[src/rtl/adc_rd_pkg.sv]
package adc_rd_pkg;

    typedef enum logic [1:0] {
        SQ_IDLE = 2'd0,
        SQ_CNV  = 2'd1,
        SQ_LO   = 2'd2,
        SQ_HI   = 2'd3
    } sq_state_e;

endpackage

[src/rtl/adc_rd_seq.sv]
module adc_rd_seq
    import adc_rd_pkg::*;
#(
    parameter int HALF_DIV   = 3,
    parameter int CNV_LOW    = 3,
    parameter int FRAME_CLKS = 16,
    parameter int DATA_W     = 12,
    parameter int MSB_CLK    = 2
) (
    input  logic clk,
    input  logic rst_n,
    input  logic go,
    output logic launch,
    output logic take,
    output logic done,
    output logic acq_mark,
    output logic cnvst_n,
    output logic sclk
);
    localparam int PH_MAX   = (HALF_DIV > CNV_LOW) ? HALF_DIV : CNV_LOW;
    localparam int PH_W     = $clog2(PH_MAX + 1);
    localparam int K_W      = $clog2(FRAME_CLKS + 1);
    localparam int ACQ_RISE = FRAME_CLKS - 2;
    localparam logic [PH_W-1:0] HALF_LD = PH_W'(HALF_DIV - 1);
    localparam logic [PH_W-1:0] CNV_LD  = PH_W'(CNV_LOW - 1);
    localparam logic [K_W-1:0]  K_LAST  = K_W'(FRAME_CLKS);
    localparam logic [K_W-1:0]  K_ACQ   = K_W'(ACQ_RISE);

    typedef struct packed {
        sq_state_e       st;
        logic [PH_W-1:0] ph;
        logic [K_W-1:0]  k;
        logic            cnvst_n;
        logic            sclk;
    } seq_t;

    seq_t q, d;

    function automatic logic in_field(input logic [K_W-1:0] kk);
        return (int'(kk) >= MSB_CLK) && (int'(kk) < MSB_CLK + DATA_W);
    endfunction

    always_comb begin
        d        = q;
        launch   = 1'b0;
        take     = 1'b0;
        done     = 1'b0;
        acq_mark = 1'b0;
        case (q.st)
            SQ_IDLE: begin
                if (go) begin
                    d.st      = SQ_CNV;
                    d.cnvst_n = 1'b0;
                    d.ph      = CNV_LD;
                    launch    = 1'b1;
                end
            end
            SQ_CNV: begin
                if (q.ph == '0) begin
                    d.st      = SQ_LO;
                    d.cnvst_n = 1'b1;
                    d.sclk    = 1'b0;
                    d.k       = K_W'(1);
                    d.ph      = HALF_LD;
                    take      = in_field(K_W'(1));
                end else begin
                    d.ph = q.ph - PH_W'(1);
                end
            end
            SQ_LO: begin
                if (q.ph == '0) begin
                    d.st     = SQ_HI;
                    d.sclk   = 1'b1;
                    d.ph     = HALF_LD;
                    acq_mark = (q.k == K_ACQ);
                end else begin
                    d.ph = q.ph - PH_W'(1);
                end
            end
            SQ_HI: begin
                if (q.ph == '0) begin
                    if (q.k == K_LAST) begin
                        d.st = SQ_IDLE;
                        d.k  = '0;
                        done = 1'b1;
                    end else begin
                        d.st   = SQ_LO;
                        d.sclk = 1'b0;
                        d.k    = q.k + K_W'(1);
                        d.ph   = HALF_LD;
                        take   = in_field(q.k + K_W'(1));
                    end
                end else begin
                    d.ph = q.ph - PH_W'(1);
                end
            end
            default: d.st = SQ_IDLE;
        endcase
    end

    always_ff @(posedge clk or negedge rst_n) begin
        if (!rst_n) begin
            q.st      <= SQ_IDLE;
            q.ph      <= '0;
            q.k       <= '0;
            q.cnvst_n <= 1'b1;
            q.sclk    <= 1'b1;
        end else begin
            q <= d;
        end
    end

    assign cnvst_n = q.cnvst_n;
    assign sclk    = q.sclk;

endmodule

[src/rtl/adc_rd_pace.sv]
module adc_rd_pace #(
    parameter int ACQ_CYC   = 13,
    parameter int PWRUP_CYC = 200000
) (
    input  logic clk,
    input  logic rst_n,
    input  logic start_req,
    input  logic launch,
    input  logic acq_mark,
    input  logic wake_full,
    output logic want,
    output logic ready
);
    localparam int ACQ_W = $clog2(ACQ_CYC + 1);
    localparam int WT_W  = $clog2(PWRUP_CYC + 1);
    localparam logic [ACQ_W-1:0] ACQ_TOP = ACQ_W'(ACQ_CYC);
    localparam logic [WT_W-1:0]  WT_TOP  = WT_W'(PWRUP_CYC);

    typedef struct packed {
        logic             pend;
        logic [ACQ_W-1:0] acq;
        logic [WT_W-1:0]  wt;
    } pace_t;

    pace_t q, d;

    always_comb begin
        d      = q;
        d.pend = (q.pend | start_req) & ~launch;
        if (acq_mark) begin
            d.acq = '0;
        end else if (q.acq < ACQ_TOP) begin
            d.acq = q.acq + ACQ_W'(1);
        end
        if (wake_full) begin
            d.wt = WT_TOP;
        end else if (q.wt != '0) begin
            d.wt = q.wt - WT_W'(1);
        end
    end

    always_ff @(posedge clk or negedge rst_n) begin
        if (!rst_n) begin
            q.pend <= 1'b0;
            q.acq  <= ACQ_TOP;
            q.wt   <= '0;
        end else begin
            q <= d;
        end
    end

    assign want  = start_req | q.pend;
    assign ready = (q.acq >= ACQ_TOP) && (q.wt == '0) && !wake_full;

endmodule

[src/rtl/adc_rd_capt.sv]
module adc_rd_capt #(
    parameter int DATA_W = 12,
    parameter int OUT_W  = 16
) (
    input  logic             clk,
    input  logic             rst_n,
    input  logic             take,
    input  logic             din,
    input  logic             done,
    input  logic             bipolar,
    input  logic             wake_partial,
    output logic [OUT_W-1:0] result,
    output logic             valid
);
    localparam int EXT_W = OUT_W - DATA_W;

    typedef struct packed {
        logic [DATA_W-1:0] sh;
        logic [OUT_W-1:0]  res;
        logic              valid;
        logic              disc;
    } capt_t;

    capt_t q, d;
    logic [EXT_W-1:0] ext;

    always_comb begin
        ext = bipolar ? {EXT_W{q.sh[DATA_W-1]}} : '0;
    end

    always_comb begin
        d       = q;
        d.valid = 1'b0;
        if (take) begin
            d.sh = {q.sh[DATA_W-2:0], din};
        end
        if (done) begin
            if (!q.disc) begin
                d.res   = {ext, q.sh};
                d.valid = 1'b1;
            end
            d.disc = 1'b0;
        end
        if (wake_partial) begin
            d.disc = 1'b1;
        end
    end

    always_ff @(posedge clk or negedge rst_n) begin
        if (!rst_n) begin
            q.sh    <= '0;
            q.res   <= '0;
            q.valid <= 1'b0;
            q.disc  <= 1'b0;
        end else begin
            q <= d;
        end
    end

    assign result = q.res;
    assign valid  = q.valid;

endmodule

[src/rtl/adc_frame_ctrl.sv]
module adc_frame_ctrl #(
    parameter int HALF_DIV   = 3,
    parameter int CNV_LOW    = 3,
    parameter int FRAME_CLKS = 16,
    parameter int DATA_W     = 12,
    parameter int OUT_W      = 16,
    parameter int MSB_CLK    = 2,
    parameter int ACQ_CYC    = 13,
    parameter int PWRUP_CYC  = 200000
) (
    input  logic             clk,
    input  logic             rst_n,
    input  logic             start_req,
    input  logic             bipolar,
    input  logic             wake_full,
    input  logic             wake_partial,
    input  logic             adc_dout,
    output logic             adc_cnvst_n,
    output logic             adc_sclk,
    output logic [OUT_W-1:0] result,
    output logic             result_valid
);
    logic want, ready, launch, take, done, acq_mark;

    adc_rd_pace #(
        .ACQ_CYC  (ACQ_CYC),
        .PWRUP_CYC(PWRUP_CYC)
    ) u_pace (
        .clk      (clk),
        .rst_n    (rst_n),
        .start_req(start_req),
        .launch   (launch),
        .acq_mark (acq_mark),
        .wake_full(wake_full),
        .want     (want),
        .ready    (ready)
    );

    adc_rd_seq #(
        .HALF_DIV  (HALF_DIV),
        .CNV_LOW   (CNV_LOW),
        .FRAME_CLKS(FRAME_CLKS),
        .DATA_W    (DATA_W),
        .MSB_CLK   (MSB_CLK)
    ) u_seq (
        .clk     (clk),
        .rst_n   (rst_n),
        .go      (want & ready),
        .launch  (launch),
        .take    (take),
        .done    (done),
        .acq_mark(acq_mark),
        .cnvst_n (adc_cnvst_n),
        .sclk    (adc_sclk)
    );

    adc_rd_capt #(
        .DATA_W(DATA_W),
        .OUT_W (OUT_W)
    ) u_capt (
        .clk         (clk),
        .rst_n       (rst_n),
        .take        (take),
        .din         (adc_dout),
        .done        (done),
        .bipolar     (bipolar),
        .wake_partial(wake_partial),
        .result      (result),
        .valid       (result_valid)
    );

endmodule

[config.mk]
export PLATFORM = sky130hd
export DESIGN_NAME = adc_frame_ctrl
export DESIGN_NICKNAME = d
export VERILOG_FILES = /design/src/rtl/adc_rd_pkg.sv /design/src/rtl/adc_rd_seq.sv /design/src/rtl/adc_rd_pace.sv /design/src/rtl/adc_rd_capt.sv /design/src/rtl/adc_frame_ctrl.sv
export SDC_FILE = /design/constraint.sdc
export NUM_CORES = 1
export LEC_CHECK = 0
export ABC_AREA = 1
export BUFFER_PORTS_ARGS = -buffer_cell sky130_fd_sc_hd__buf_2
export CORE_UTILIZATION = 45
export DETAILED_ROUTE_END_ITERATION = 8
export GPL_TIMING_DRIVEN = 0
export PLACE_DENSITY = 0.63
export REMOVE_ABC_BUFFERS = 1
export SYNTH_ARGS = -nofsm -noshare
export SYNTH_HDL_FRONTEND = slang
export SYNTH_SLANG_ARGS = --single-unit
[constraint.sdc]
create_clock -name clk -period 1.92 [get_ports clk]
set_clock_uncertainty 0.15 [all_clocks]
set_input_delay 0.192 -clock clk [delete_from_list [all_inputs] [get_ports clk]]
set_output_delay 0.192 -clock clk [all_outputs]
set_load 0.1 [all_outputs]
==> impl_metrics.json <==
{
  "fillers": 614,
  "grtUsageTotal_pct": 18.0,
  "io_buffers": 25,
  "cp-end-kind": "register",
  "setup_violations": 0,
  "cts_sinks": 61,
  "min_period_ns": 1.86,
  "cp_slowest_stage_delay_ns": 0.38,
  "die_y_microns": 85.4,
  "finalHoldViolations": 0,
  "grt_max_degree": 62,
  "arrival_ns": 1.98,
  "layout.nets": 409,
  "areaGrowthSynthToFinish_pct": 17.9,
  "syn_area_sq_um": 3130,
  "hold_class": "input pin to register",
  "core.rowCount": 30,
  "drt_iter0_drc": 73,
  "post_dp_cell_area_sq_um": 3180,
  "vias_per_cell": 4.86,
  "core_area_sq_um": 6760,
  "tightest_slew_ns": 0.774,
  "synth_warnings": 0,
  "grt_pass1_wl_mm": 10.1,
  "antenna_found_initial": 0,
  "initial_utilization_pct": 46.3,
  "path_clk_slew_ns": 0.08,
  "synthCells": 360,
  "wl_per_cell_microns": 12.6,
  "leakagePower_uw": 0.00175,
  "avgSynthCellArea_sq_um": 8.69,
  "gr-total-overflow": 0,
  "max_freq_ghz": 0.538,
  "cts_tree": "yes",
  "cts_max_level": 3,
  "relSlewSlack_pct": 48.4,
  "cts_buffers": 9,
  "drt-total-wl_mm": 6.02,
  "start_kind": "register",
  "drc": 0,
  "powerDensity_nw_per_um2": 740,
  "ant_nets": 0,
  "post-route-period-util_pct": 96.7,
  "io-pin-count": 26,
  "drive_above_1_share_pct": 27.4,
  "ys_ff_latch": 61,
  "status": "finished, final reports clean",
  "finalPower_uw": 2730,
  "whs_ns": 0.0368,
  "ys_types": 35,
  "vdd_drop_max_v": 0.000507,
  "crit_type": "register to register",
  "diodes": 0,
  "grt_pass1_vias": 2238,
  "globalplace.congestion": 0.814,
  "worst_path_max_delay_cell": "dfrtp_1",
  "dieArea_sq_um": 7290,
  "clk_latency_ns": 0.34,
  "required_ns": 2.04,
  "first_pass_iters": 4,
  "num_vias": 2323,
  "dpl.hpwl_mm": 3.78,
  "clockRootBuffer": "clkbuf_8",
  "clock_path_buffers": 2,
  "maxSlewViolCount": 0,
  "path_max_fanout": 12,
  "crit_path_cell_trace": "inv_1 -> ha_4 -> inv_1 -> nor2_4 -> nand2_1 -> nor2_4 -> o211ai_4 -> buf_12 -> o21ai_2",
  "die_w_microns": 85.4,
  "cap_violations": 0,
  "design_area_sq_um": 3690,
  "post-route-util_pct": 54.6,
  "yosysSeqAreaShare_pct": 49.0
}
power by group:
part,internal [uW],leakage [uW],switching (uW)
sequential,1310,0.000772,25.7
combinational,83.3,0.000881,133
clock,614,0.000100,562
total,2010,0.00175,721
registers in the layout, summed over array words and instances (netlist names):
| name | cells |
|---|---|
| u_seq.q | 9 |
| u_seq.cnvst_n | 1 |
| u_pace.q | 23 |
| u_capt.valid | 1 |
| u_capt.q | 13 |
| u_capt.result | 13 |
| u_seq.sclk | 1 |
through the flow:
stage,setup TNS [ns],std cells,setup slack (ns)
finish,0,478,0.0628
global route,-0.0147,478,-0.00622
CTS,0,467,0.00622
detailed placement,-8.14,442,-0.446
global placement,-7.22,442,-0.389
floorplan,-7.20,337,-1.25
placed cells by master, fill, tap and decap left out, types with 3 or more instances in the layout:
cell type,instances
nor2_1,25
clkbuf_8,9
nand2_2,8
inv_1,45
o21ai_2,12
inv_2,5
ha_1,7
dfstp_2,5
nand2_1,72
buf_4,13
nor2_2,7
a21oi_1,5
o21ai_1,8
nor3_1,8
o211ai_1,5
clkinv_4,3
o211ai_4,3
buf_2,24
xnor2_1,4
dlygate4sd3_1,5
nor2_4,5
o22ai_1,3
dfrtp_1,56
xor2_1,6
o21ai_0,15
nand3_1,18
cell type report:
type | instances | area [sq um] | share of cell area, %
flip-flops and latches | 61 | 1530 | 41.6
multi-input cells | 227 | 1370 | 37.1
repair buffers | 43 | 288 | 7.80
inverters | 51 | 194 | 5.26
clock buffers | 9 | 124 | 3.36
well taps | 80 | 100 | 2.71
clock inverters | 7 | 81.3 | 2.20
kinds of logic after synthesis:
| kind of cell | after synthesis | share of synthesized area [%] |
|---|---|---|
| buffers and inverters | 74 | 11.8 |
| XOR/XNOR | 11 | 3.08 |
| flip-flops | 61 | 49.0 |
| adder cells (fa/ha/maj) | 9 | 3.60 |
| AO/OA/AOI/OAI | 52 | 10.8 |
| AND/OR/NAND/NOR | 153 | 21.8 |
worst paths after layout:
check / startpoint / to / slack (ns) / cells past startpoint
max in group asynchronous: rst_n / u_pace.q[1] / 0.79 / 2
max: u_seq.q[7] / u_capt.q[26] / 0.06 / 9
min reg2reg: u_seq.sclk / u_seq.sclk / 0.32 / 2
max reg2reg: u_seq.q[7] / u_capt.q[26] / 0.06 / 9
min in group asynchronous: rst_n / u_seq.q[5] / 0.32 / 2
min: wake_full / u_pace.q[14] / 0.04 / 2
cells in the mapped netlist, drive strengths merged:
| master | count | area [sq um] |
|---|---|---|
| a21o | 1 | 7.51 |
| a21oi | 5 | 25.0 |
| a22oi | 1 | 7.51 |
| and3 | 1 | 6.26 |
| buf | 22 | 175 |
| clkbuf | 1 | 3.75 |
| clkinv | 1 | 3.75 |
| dfrtp | 56 | 1400 |
| dfstp | 5 | 131 |
| ha | 9 | 113 |
| inv | 50 | 188 |
| nand2 | 82 | 320 |
| nand3 | 19 | 100 |
| nand4 | 1 | 12.5 |
| nor2 | 37 | 169 |
| nor3 | 8 | 40.0 |
| nor3b | 1 | 7.51 |
| nor4 | 2 | 12.5 |
| o211ai | 6 | 50.1 |
| o21ai | 35 | 220 |
| o22ai | 3 | 18.8 |
| o31ai | 1 | 7.51 |
| or2 | 2 | 12.5 |
| xnor2 | 4 | 35.0 |
| xor2 | 7 | 61.3 |
per-layer routing:
| metal | up-vias | global-route usage [%] | wire length, microns |
|---|---|---|---|
| li1 | 1198 | - | - |
| met1 | 1082 | 22.8 | 2830 |
| met2 | 36 | 29.7 | 2880 |
| met3 | 7 | 4.86 | 225 |
| met4 | 0 | 6.52 | 79 |
| met5 | - | 0 | 0 |
what timing repair did:
| action | 4_1_cts | 5_1_grt |
|---|---|---|
| pin swaps | 2 | 12 |
| hold endpoints to repair | 60 | 0 |
| cloned | 1 | 1 |
| resized for setup | 11 | 20 |
| hold buffers | 5 | 0 |
| setup endpoints to repair | 29 | 41 |
| buffers inserted | 3 | 10 |
worst max-delay path, delay by kind of cell (launching register included):
family | cells | cell delay [ns]
DFF | 1 | 0.38
and+or+nand+nor | 3 | 0.48
AOI/OAI and AO/OA | 2 | 0.23
adders and majority gates | 1 | 0.17
buffers and inverters | 3 | 0.36
Note: power is estimated with default switching activity, not from simulation.
